$ cat config.mk
export PLATFORM = sky130hd
export DESIGN_NAME = packed_xfer_seq
export DESIGN_NICKNAME = d
export VERILOG_FILES = /design/src/rtl/packed_xfer_seq.sv
export SDC_FILE = /design/constraint.sdc
export NUM_CORES = 1
export LEC_CHECK = 0
export ABC_AREA = 1
export BUFFER_PORTS_ARGS = -buffer_cell sky130_fd_sc_hd__buf_2
export CORE_ASPECT_RATIO = 0.8
export CORE_MARGIN = 5
export CORE_UTILIZATION = 50
export DETAILED_ROUTE_END_ITERATION = 8
export PLACE_DENSITY = 0.88
export SYNTH_ARGS = -nofsm -noshare
export SYNTH_HDL_FRONTEND = slang
export SYNTH_SLANG_ARGS = --single-unit
$ cat constraint.sdc
create_clock -name clk -period 4.4 [get_ports clk]
set_input_delay 0.88 -clock clk [delete_from_list [all_inputs] [get_ports clk]]
set_output_delay 0.88 -clock clk [all_outputs]
set_load 0.005 [all_outputs]
$ cat src/rtl/packed_xfer_seq.sv
module packed_xfer_seq #(
  parameter int AW = 32
) (
  input  logic          clk,
  input  logic          rst_n,
  input  logic          req_valid,
  input  logic          req_write,
  input  logic [2:0]    req_size,
  input  logic [1:0]    req_mode,
  input  logic [AW-1:0] req_addr,
  input  logic [31:0]   req_wdata,
  input  logic          req_abort,
  output logic          dbg_ready,
  output logic [31:0]   dbg_rdata,
  output logic          dbg_err,
  output logic [AW-1:0] dbg_next_addr,
  output logic          sys_valid,
  input  logic          sys_ready,
  output logic          sys_write,
  output logic [AW-1:0] sys_addr,
  output logic [2:0]    sys_size,
  output logic [3:0]    sys_len,
  output logic [1:0]    sys_burst,
  output logic [1:0]    sys_lock,
  output logic [3:0]    sys_strb,
  output logic [31:0]   sys_wdata,
  input  logic          sys_done,
  input  logic          sys_err,
  input  logic [31:0]   sys_rdata
);

  localparam logic [1:0] S_IDLE = 2'd0;
  localparam logic [1:0] S_ADDR = 2'd1;
  localparam logic [1:0] S_RESP = 2'd2;
  localparam logic [1:0] S_DONE = 2'd3;

  logic [1:0]    st;
  logic          wr_r;
  logic [2:0]    size_r;
  logic [1:0]    mode_r;
  logic [AW-1:0] base_r, cur_addr, next_r;
  logic [31:0]   wdata_r, rd_acc;
  logic [1:0]    left;
  logic          err_acc, abort_seen;

  function automatic logic [3:0] size_bytes(input logic [2:0] s);
    return s[2] ? 4'd4 : (4'd1 << s[1:0]);
  endfunction

  logic [3:0] req_bytes, cur_bytes;
  logic [1:0] req_beats;
  logic       stop_now, incr_mode;
  logic [31:0] lane_mask;

  assign req_bytes = size_bytes(req_size);
  assign cur_bytes = size_bytes(size_r);
  assign req_beats = (req_mode != 2'b10) ? 2'd0 :
                     (req_size == 3'b000) ? 2'd3 :
                     (req_size == 3'b001) ? 2'd1 : 2'd0;
  assign incr_mode = (mode_r == 2'b01) || (mode_r == 2'b10);
  assign stop_now  = sys_err || abort_seen || req_abort || (left == 2'd0);

  always_comb begin
    case (size_r)
      3'b000:  sys_strb = 4'b0001 << cur_addr[1:0];
      3'b001:  sys_strb = cur_addr[1] ? 4'b1100 : 4'b0011;
      default: sys_strb = 4'b1111;
    endcase
  end

  assign lane_mask = {{8{sys_strb[3]}}, {8{sys_strb[2]}},
                      {8{sys_strb[1]}}, {8{sys_strb[0]}}};

  assign sys_valid     = (st == S_ADDR);
  assign sys_write     = wr_r;
  assign sys_addr      = cur_addr;
  assign sys_size      = size_r;
  assign sys_len       = 4'b0000;
  assign sys_burst     = 2'b00;
  assign sys_lock      = 2'b00;
  assign sys_wdata     = wdata_r;
  assign dbg_ready     = (st == S_DONE);
  assign dbg_rdata     = rd_acc;
  assign dbg_err       = err_acc;
  assign dbg_next_addr = next_r;

  always_ff @(posedge clk) begin
    if (!rst_n) begin
      st         <= S_IDLE;
      wr_r       <= 1'b0;
      size_r     <= 3'b010;
      mode_r     <= 2'b00;
      base_r     <= '0;
      cur_addr   <= '0;
      next_r     <= '0;
      wdata_r    <= '0;
      rd_acc     <= '0;
      left       <= '0;
      err_acc    <= 1'b0;
      abort_seen <= 1'b0;
    end else begin
      case (st)
        S_IDLE: begin
          if (req_valid) begin
            st         <= S_ADDR;
            wr_r       <= req_write;
            size_r     <= req_size;
            mode_r     <= req_mode;
            base_r     <= req_addr;
            cur_addr   <= req_addr & ~AW'(req_bytes - 4'd1);
            wdata_r    <= req_wdata;
            rd_acc     <= '0;
            left       <= req_beats;
            err_acc    <= 1'b0;
            abort_seen <= 1'b0;
          end
        end
        S_ADDR: begin
          if (req_abort) abort_seen <= 1'b1;
          if (sys_ready) st <= S_RESP;
        end
        S_RESP: begin
          if (req_abort) abort_seen <= 1'b1;
          if (sys_done) begin
            err_acc <= err_acc | sys_err;
            if (!wr_r) rd_acc <= rd_acc | (sys_rdata & lane_mask);
            if (stop_now) begin
              st     <= S_DONE;
              next_r <= incr_mode ? cur_addr + AW'(cur_bytes) : base_r;
            end else begin
              st       <= S_ADDR;
              cur_addr <= cur_addr + AW'(cur_bytes);
              left     <= left - 2'd1;
            end
          end
        end
        default: st <= S_IDLE;
      endcase
    end
  end


  one_outstanding_chk: assert property (@(posedge clk) disable iff (!rst_n)
    (sys_valid && sys_ready) |=> !sys_valid);


  aligned_addr_chk: assert property (@(posedge clk) disable iff (!rst_n)
    sys_valid |-> ((sys_addr & AW'(size_bytes(sys_size) - 4'd1)) == '0));


  byte_lane_chk: assert property (@(posedge clk) disable iff (!rst_n)
    (sys_valid && sys_size == 3'b000) |-> ($countones(sys_strb) == 1));


  ready_pulse_chk: assert property (@(posedge clk) disable iff (!rst_n)
    dbg_ready |=> !dbg_ready);


  ready_after_resp_chk: assert property (@(posedge clk) disable iff (!rst_n)
    dbg_ready |-> $past(sys_done));


  err_stop_chk: assert property (@(posedge clk) disable iff (!rst_n)
    (st == S_RESP && sys_done && sys_err) |=> (dbg_ready && dbg_err));


  abort_stop_chk: assert property (@(posedge clk) disable iff (!rst_n)
    (st == S_RESP && sys_done && (abort_seen || req_abort)) |=> dbg_ready);

endmodule

==> results.sh, run 1 <==
export IMPL_gp_congestion=0.927
export IMPL_fin_nets=1445
export IMPL_antenna_found_initial=1
export IMPL_min_period_ps=3020
export IMPL_cp_max_fo=38
export IMPL_grt_pass1_wl_um=39000
export IMPL_post_dp_hpwl_um=17400
export IMPL_tightest_slew_ps=1110
export IMPL_path_clk_slew_ps=70
export IMPL_p_per_area_nw_per_um2=650
export IMPL_finalPower_mw=6.32
export IMPL_skew_ps=8.31
export IMPL_yosys_warnings=0
export IMPL_postCtsHoldBufs=0
export IMPL_clockRootBuffer="clkbuf_16"
export IMPL_cp_cell_sequence="inv_1 -> ha_1 -> buf_4 -> nand2_1 -> nand2_1 -> nor2_4 -> nand2_2 -> inv_2 -> o21ai_0 -> a21oi_1"
export IMPL_syn_inst=1114
export IMPL_start_kind="flop"
export IMPL_status="finished clean"
export IMPL_drtIter0Drc=551
export IMPL_drtPass1Iterations=5
export IMPL_cts_tree="done"
export IMPL_hp_start="dbg_rdata[1]$_SDFFE_PN0P_"
export IMPL_max_cap_violations=0
export IMPL_die_y_um=122
export IMPL_peakVddDrop_mv=0.407
export IMPL_regArea_um2=3440
export IMPL_reg2reg_from="st[0]$_SDFFE_PN0P_"
export IMPL_drt_total_wl_um=24700
export IMPL_syn_area_um2=7890
export IMPL_path_class="flop to flop"
export IMPL_synth_edf_count=0
export IMPL_slew_limit_headroom_pct=25.8
export IMPL_vias=8338
export IMPL_crit_start="st[0]$_SDFFE_PN0P_"
export IMPL_p_leak_nw=4.47
export IMPL_finalNonFillerCells=1556
export IMPL_ys_top_cells_by_count="nor2_1, dfxtp_1, a21oi_1"
export IMPL_design_core_area_um2=15600
export IMPL_yosysMostFrequentCell="nor2_1"
export IMPL_setup_viol=0
export IMPL_grt_overflow=0
export IMPL_max_clock_path_buffers=2
export IMPL_yosysTopAreaCell="dfxtp_1"
export IMPL_grt_start_max_net_pins=102
export IMPL_synthAdderAreaFrac_pct=1.84
export IMPL_ys_top_cells_by_area="dfxtp_1, a21oi_1, o21ai_0, nor2_1, nand2_1"
export IMPL_post_cts_resized=0
export IMPL_critPathMaxStageDelay_ps=660
export IMPL_die_w_um=150
export IMPL_syn2layout_area_growth_pct=23.2
export IMPL_vias_per_cell=5.36
export IMPL_async_flop_share_pct=0
export IMPL_hold_path_class="flop to flop"
export IMPL_hold_viol_final=0
export IMPL_multi_input_area_um2=3810
export IMPL_crit_buf_inv=3
export IMPL_fillers=1379
export IMPL_cts_setup_buffers=0
export IMPL_synth_distinct_cells=36
export IMPL_place_ws_ps=1600
export IMPL_insertion_delay_ps=430
export IMPL_ys_seq_area_share_pct=43.7
export IMPL_cp_common_cell="nand2_1"
export IMPL_rsz0062_at_grt="false"
export IMPL_cp_required_ps=4740
export IMPL_grt_pass1_vias=7765
export IMPL_drv_slew=0
export IMPL_syn_mean_instance_area_um2=7.08
export IMPL_ios=256
export IMPL_avgRoutedWirePerCell_um=15.9
export IMPL_synthFlopType="dfxtp_1"
export IMPL_fin_ws_ps=1380
export IMPL_synth_top_area_share_pct=43.7
export IMPL_fin_setup_tns_ps=0
export IMPL_fin_crit_sh_pct=68.6
export IMPL_htree_levels=4
export IMPL_synthMuxAreaShare_pct=0
export IMPL_io_buffers=247
export IMPL_cp_slowest_cell="inv_2"
export IMPL_cts_sinks=172
export IMPL_rrSetupSlack_ps=1380
export IMPL_synth_compound_area_share_pct=21.1
export IMPL_synth_xor_area_share_pct=0.778
export IMPL_crit_arrival_ps=3360
export IMPL_max_freq_mhz=331
export IMPL_postRouteAntennaNets=0
export IMPL_grt_use_total_pct=26.5
export IMPL_numCtsBuffers=17
export IMPL_initial_core_util_pct=50.4
export IMPL_worst_setup_path_end_kind="flop"
export IMPL_drive_gt1_share_pct=23.5
export IMPL_drc_errors=0
export IMPL_synth_top_family_by_area="simple AND/OR/NAND/NOR gates"
export IMPL_path_delay_family="buffers and inverters"
export IMPL_synthSimpleGateAreaFrac_pct=24.1
export IMPL_place_inst=1520
export IMPL_synth_seq_cells=172
export IMPL_dieArea_um2=18400
export IMPL_rows=41
[per-stage QoR]
stage                     util [%]  cell area (um2)  hold slack (ps)
after floorplan                  -             7910              442
after global placement        58.4             9140              433
after detailed placement      58.4             9140              439
after CTS                     61.9             9680              450
after global routing          62.1             9710              465
final                         62.1             9720              447
[sequential cells by signal, indices dropped and copies added, names as in the netlist]
name / count
base_r: 32
st: 2
sys_write: 1
sys_addr: 32
abort_seen: 1
mode_r: 2
sys_wdata: 32
dbg_next_addr: 32
left: 2
dbg_err: 1
sys_size: 3
dbg_rdata: 32
[cell usage in the layout, fill, tap and decap left out, types with 4 or more instances in the layout]
cell type,n
nand2_2,4
nor3_1,6
a21oi_1,163
nand3b_1,10
buf_2,246
nor2_1,175
o311ai_2,4
o211ai_1,4
buf_4,8
nand2_1,161
inv_2,4
clkbuf_16,17
conb_1,8
ha_1,10
inv_6,5
inv_1,83
nand3_1,72
nor2_2,6
o21ai_0,133
nand4_1,8
dfxtp_1,172
or2_2,4
[per-layer routing]
layer  global-route usage (%)  wire (um)  up-vias
li1                         -          -     4094
met3                     8.16       2460       41
met2                     43.5      11600      347
met1                     33.0      10100     3856
met4                     9.49        524        0
met5                        0          0        -
[worst reg2reg max path: cells and delay by family, from the launching register on]
| family | cells | cell delay, ps |
|---|---|---|
| buffers and inverters | 3 | 1060 |
| and+or+nand+nor | 4 | 830 |
| DFF | 1 | 420 |
| AOI/OAI and AO/OA | 2 | 410 |
| adders and majority gates | 1 | 210 |
[area by class of cell]
cell class              instances  share of cell area (%)
diodes                          3                  0.0772
flip-flops and latches        172                    35.4
well taps                     215                    2.77
clock buffers                  18                    4.42
clock inverters                14                    1.15
repair buffers                255                    13.6
multi-input cells             791                    39.2
inverters                      88                    3.40
[where the power goes]
part / internal, mW / total [mW] / switching, mW
Clock: 0.734 / 1.40 / 0.662
Sequential: 2.02 / 2.41 / 0.384
Combinational: 0.890 / 2.52 / 1.63
Total: 3.65 / 6.32 / 2.67
[final timing paths]
path	endpoint	depth (start not counted)
hold / removal	dbg_rdata[1]$_SDFFE_PN0P_	2
setup / recovery	sys_addr[28]$_SDFFE_PN0P_	10
setup reg to reg	sys_addr[28]$_SDFFE_PN0P_	10
hold reg to reg	dbg_rdata[1]$_SDFFE_PN0P_	2
[cells by family (layout without fill, tap and decap cells)]
kind of cell             count (synthesis)  in the layout
AO/OA/AOI/OAI                          315            315
XOR/XNOR                                 7              7
adder cells (fa/ha/maj)                 11             11
buffers and inverters                  158            375
flip-flops                             172            172
other                                    1             11
AND/OR/NAND/NOR                        450            450
(Power assumes the default switching activity.)
==> inputs of run 2 (changes only) <==
==> constraint.sdc (replaced) <==
create_clock -name clk -period 2.9 [get_ports clk]
set_input_delay 0.58 -clock clk [delete_from_list [all_inputs] [get_ports clk]]
set_output_delay 0.58 -clock clk [all_outputs]
set_load 0.005 [all_outputs]
==> run 2 against run 1 <==
Non-clock buffer count increased by 3; via count shrank 0.38%; clock-buffer cell count did not move; critical path depth down 4; first-iteration DRC count increased by 11%; power up 55%; sequential cell count is the same; worst hold slack worse by 60 ps; cell area up 0.91%.
==> results.sh, run 2 (synthesis results as in run 1) <==
export IMPL_drive_gt1_share_pct=23.7
export IMPL_start_kind="flop"
export IMPL_cp_max_fo=9
export IMPL_slew_limit_headroom_pct=43.5
export IMPL_combPwrFrac_pct=39.5
export IMPL_fin_ws_ps=234
export IMPL_rows=41
export IMPL_postCtsHoldBufs=0
export IMPL_fin_nets=1448
export IMPL_tightest_slew_ps=847
export IMPL_postPlaceCellArea_um2=9210
export IMPL_vias_per_cell=5.33
export IMPL_avgRoutedWirePerCell_um=16.0
export IMPL_drv_slew=0
export IMPL_p_seq_share_pct=37.1
export IMPL_grt_pass1_vias=7686
export IMPL_antenna_found_initial=2
export IMPL_fin_setup_tns_ps=0
export IMPL_dieArea_um2=18400
export IMPL_postRouteAntennaNets=0
export IMPL_drc_errors=0
export IMPL_syn2layout_area_growth_pct=24.4
export IMPL_cp_common_cell="inv_1"
export IMPL_layout_common_cells="buf_2, nor2_1, dfxtp_1"
export IMPL_path_class="flop to primary output"
export IMPL_intPower_mw=5.69
export IMPL_cp_cell_sequence="inv_1 -> nor2_1 -> ha_1 -> inv_1 -> o311ai_2 -> buf_2"
export IMPL_cp_slowest_cell="dfxtp_1"
export IMPL_post_dp_hpwl_um=17500
export IMPL_io_buffers=247
export IMPL_p_sw_mw=4.13
export IMPL_final_common_cell="buf_2"
export IMPL_min_period_ps=2670
export IMPL_status="finished clean"
export IMPL_rsz0062_at_grt="false"
export IMPL_peakVddDrop_mv=0.470
export IMPL_cp_required_ps=2320
export IMPL_max_clock_path_buffers=2
export IMPL_max_cap_violations=0
export IMPL_dr_max_layer_used="met5"
export IMPL_clock_power_share_pct=23.4
export IMPL_die_y_um=122
export IMPL_clockRootBuffer="clkbuf_16"
export IMPL_grt_use_total_pct=26.6
export IMPL_die_w_um=150
export IMPL_drt_total_wl_um=24900
export IMPL_crit_arrival_ps=2090
export IMPL_skew_ps=10.5
export IMPL_hold_path_class="input pin to flop"
export IMPL_grt_pass1_wl_um=39000
export IMPL_fin_area_um2=9810
export IMPL_p_per_area_nw_per_um2=1000
export IMPL_gp_congestion=0.963
export IMPL_max_freq_mhz=375
export IMPL_insertion_delay_ps=440
export IMPL_design_core_area_um2=15600
export IMPL_fin_crit_sh_pct=91.9
export IMPL_whs_ps=387
export IMPL_cts_setup_buffers=0
export IMPL_post_cts_resized=0
export IMPL_wl_met1_um=9900
export IMPL_htree_levels=4
export IMPL_met2_length_um=11400
export IMPL_critPathMaxStageDelay_ps=510
export IMPL_fillers=1386
export IMPL_cts_sinks=172
export IMPL_cts_tree="done"
export IMPL_ios=256
export IMPL_path_clk_slew_ps=70
export IMPL_setup_viol=0
export IMPL_grt_overflow=0
export IMPL_grt_start_max_net_pins=82
export IMPL_vias=8306
export IMPL_met3WireLength_um=2900
export IMPL_numCtsBuffers=17
export IMPL_place_ws_ps=335
export IMPL_hold_viol_final=0
export IMPL_swShare_pct=42.1
export IMPL_worst_setup_path_end_kind="primary output"
export IMPL_drtIter0Drc=614
export IMPL_initial_core_util_pct=50.4
export IMPL_p_leak_nw=4.51
export IMPL_drtPass1Iterations=7
[run 2: changes by cell type in the layout (fill, tap and decap cells not counted), sizes merged]
| cell | previous run | this run |
|---|---|---|
| diode | 3 | 1 |
| buf | 255 | 258 |
| bufinv | 0 | 1 |
| clkinvlp | 2 | 3 |
| clkinv | 7 | 5 |
[run 2: worst paths after layout]
kind / startpoint / endpoint / slack (ps) / depth (start not counted)
max: sys_size[0]$_SDFFE_PN0P_ / sys_strb[2] / 230 / 6
min reg2reg: dbg_rdata[28]$_SDFFE_PN0P_ / dbg_rdata[28]$_SDFFE_PN0P_ / 450 / 2
min: req_wdata[16] / sys_wdata[16]$_SDFFE_PN0P_ / 390 / 3
max reg2reg: sys_size[0]$_SDFFE_PN0P_ / dbg_next_addr[8]$_SDFFE_PN0P_ / 290 / 10
[run 2: metal layers]
metal | vias up | GRT usage, %
met3 | 58 | 9.75
met5 | - | 0
met4 | 4 | 8.63
met1 | 3750 | 32.5
met2 | 396 | 43.7
li1 | 4098 | -
[run 2: per-stage QoR]
step	std cells	power [mW]	util, %
floorplan	1121	6.09	-
global placement	1524	7.38	58.9
detailed placement	1524	7.51	58.9
CTS	1556	9.80	62.7
global route	1556	10.5	62.7
finish	1557	9.82	62.7
[run 2: critical path: cells and delay by family (launching register included)]
family / cells / cell delay (ps)
simple gates: 1 / 220
compound gates: 1 / 210
fa+ha+maj: 1 / 250
buf+inv: 3 / 460
flops: 1 / 510
[run 2: power groups by stage]
stage	sequential [mW]	combinational (mW)	clock, mW
6_report	3.64	3.88	2.29
2_1_floorplan	3.62	2.47	0
4_1_cts	3.63	3.85	2.31
3_5_place_dp	3.68	3.83	0
3_3_place_gp	3.64	3.75	0
5_1_grt	3.74	4.33	2.43
[run 2: final cells by class]
class	count	area, um2	area share [%]
Timing Repair Buffer	258	1360	13.9
Clock buffer	18	439	4.48
Tap cell	215	269	2.74
Antenna cell	1	2.50	0.0255
Clock inverter	14	155	1.58
Inverter	88	330	3.37
Multi-Input combinational cell	791	3810	38.8
Sequential cell	172	3440	35.1
==> inputs of run 3 (changes only) <==
--- a/config.mk
+++ b/config.mk
@@ -9,9 +9,9 @@
 export BUFFER_PORTS_ARGS = -buffer_cell sky130_fd_sc_hd__buf_2
 export CORE_ASPECT_RATIO = 0.8
 export CORE_MARGIN = 5
-export CORE_UTILIZATION = 50
+export CORE_UTILIZATION = 30
 export DETAILED_ROUTE_END_ITERATION = 8
-export PLACE_DENSITY = 0.88
+export PLACE_DENSITY = 0.61
 export SYNTH_ARGS = -nofsm -noshare
 export SYNTH_HDL_FRONTEND = slang
 export SYNTH_SLANG_ARGS = --single-unit
==> run 3 against run 2 <==
Utilization down 24 points; critical path depth stayed put; wire length grew 14%; sequential cell count is the same; combinational power is essentially flat; setup slack worse by 35 ps; power rose by 0.67%; maximum frequency shrank 1.3%.
==> results.sh, run 3 (synthesis results as in run 1) <==
export IMPL_clockRootBuffer="clkbuf_16"
export IMPL_fin_ws_ps=198
export IMPL_fin_nets=1452
export IMPL_dieArea_um2=29600
export IMPL_avgRoutedWirePerCell_um=16.7
export IMPL_cp_slowest_cell="dfxtp_1"
export IMPL_io_buffers=247
export IMPL_max_cap_violations=0
export IMPL_die_y_um=155
export IMPL_max_clock_path_buffers=2
export IMPL_hold_path_class="input pin to flop"
export IMPL_cts_setup_buffers=0
export IMPL_drtPass1Iterations=7
export IMPL_grt_pass1_vias=7652
export IMPL_numCtsBuffers=17
export IMPL_design_core_area_um2=26100
export IMPL_grt_use_total_pct=18.6
export IMPL_cp_cell_sequence="inv_1 -> nor2_1 -> ha_1 -> inv_1 -> o311ai_2 -> buf_2"
export IMPL_grt_start_max_net_pins=69
export IMPL_rsz0062_at_grt="false"
export IMPL_worst_setup_path_end_kind="primary output"
export IMPL_min_period_ps=2700
export IMPL_finalPower_mw=9.88
export IMPL_fin_setup_tns_ps=0
export IMPL_layout_common_cells="buf_2, nor2_1, dfxtp_1"
export IMPL_start_kind="flop"
export IMPL_postPlaceCellArea_um2=9390
export IMPL_met3_usage_pct=5.43
export IMPL_initial_core_util_pct=30.3
export IMPL_drv_slew=0
export IMPL_drtIter0Drc=520
export IMPL_setup_viol=0
export IMPL_htree_levels=4
export IMPL_use_met1_pct=25.2
export IMPL_syn2layout_area_growth_pct=26.7
export IMPL_busiest_layer="met2"
export IMPL_hold_viol_final=0
export IMPL_critPathMaxStageDelay_ps=530
export IMPL_max_freq_mhz=370
export IMPL_postRouteAntennaNets=0
export IMPL_path_delay_family="flip-flops"
export IMPL_skew_ps=9.19
export IMPL_drive_gt1_share_pct=23.9
export IMPL_path_class="flop to primary output"
export IMPL_gp_congestion=0.888
export IMPL_fin_area_um2=9990
export IMPL_drc_errors=0
export IMPL_insertion_delay_ps=440
export IMPL_vias=8156
export IMPL_grt_overflow=0
export IMPL_p_per_area_nw_per_um2=989
export IMPL_final_common_cell="buf_2"
export IMPL_antenna_found_initial=4
export IMPL_grt_pass1_wl_um=43700
export IMPL_path_clk_slew_ps=70
export IMPL_crit_buf_inv=3
export IMPL_fillers=2840
export IMPL_place_ws_ps=301
export IMPL_p_leak_nw=4.52
export IMPL_rows=53
export IMPL_cp_required_ps=2320
export IMPL_status="finished clean"
export IMPL_cp_max_fo=9
export IMPL_drt_total_wl_um=28400
export IMPL_cp_common_cell="inv_1"
export IMPL_fin_crit_sh_pct=93.2
export IMPL_cts_tree="done"
export IMPL_vias_per_cell=4.79
export IMPL_cts_sinks=172
export IMPL_ios=256
export IMPL_tightest_slew_ps=801
export IMPL_slew_limit_headroom_pct=46.6
export IMPL_die_w_um=191
export IMPL_post_dp_hpwl_um=20000
export IMPL_peakVddDrop_mv=0.437
export IMPL_crit_arrival_ps=2120
export IMPL_met2_usage_pct=29.4
[run 3: cell count changes in the layout (fill, tap and decap cells not counted), moves of 2 or more]
cell      before  now
clkinv_4       3    1
buf_4          9   15
inv_6          3    6
buf_12         3    1
[run 3: path summary, 6_finish.rpt]
kind	start	endpoint	slack [ps]	cells after the start
worst max-delay path	sys_size[0]$_SDFFE_PN0P_	sys_strb[2]	200	6
worst min-delay path	req_wdata[29]	sys_wdata[29]$_SDFFE_PN0P_	390	3
worst max register to register	sys_size[0]$_SDFFE_PN0P_	sys_addr[8]$_SDFFE_PN0P_	370	10
worst min register to register	dbg_rdata[21]$_SDFFE_PN0P_	dbg_rdata[21]$_SDFFE_PN0P_	450	2
[run 3: cell type report]
type / instances / area, um2 / area share [%]
multi-input cells: 791 / 3810 / 38.2
flip-flops and latches: 172 / 3440 / 34.5
repair buffers: 262 / 1360 / 13.7
well taps: 357 / 447 / 4.47
clock buffers: 18 / 439 / 4.40
inverters: 88 / 330 / 3.31
clock inverters: 14 / 150 / 1.50
diodes: 1 / 2.50 / 0.0251
[run 3: per-layer routing]
metal	part of all wire, %	vias up
li1	-	4103
met1	45	3712
met2	45	304
met3	9.1	31
met4	1.3	6
met5	0.15	-
[run 3: where the power goes]
part           total [mW]  switching, mW  leakage (nW)  internal [mW]
clock                2.33           1.09         0.285           1.24
combinational        3.90           2.53          2.82           1.37
sequential           3.65          0.578          1.42           3.07
[run 3: timing repair]
| item | CTS | global route |
|---|---|---|
| hold buffers | 0 | 0 |
| endpoints found under the setup margin | 0 | 4 |
| resized for setup | 0 | 1 |
[run 3: through the flow]
step	hold WS, ps	instances	util, %
final	387	1703	38.3
after floorplan	442	1121	-
after global routing	383	1703	38.3
after global placement	433	1670	36.0
after detailed placement	437	1670	36.0
after CTS	365	1702	38.3
[run 3: worst reg2reg max path, stage by stage, from the launching register on]
cell	delay, ps
dfxtp_1	530
inv_1	130
nor2_1	210
inv_1	90
fa_1	450
o21ai_2	200
nand2_2	130
nor2_4	250
xor2_1	240
nand2_1	110
a21oi_1	130
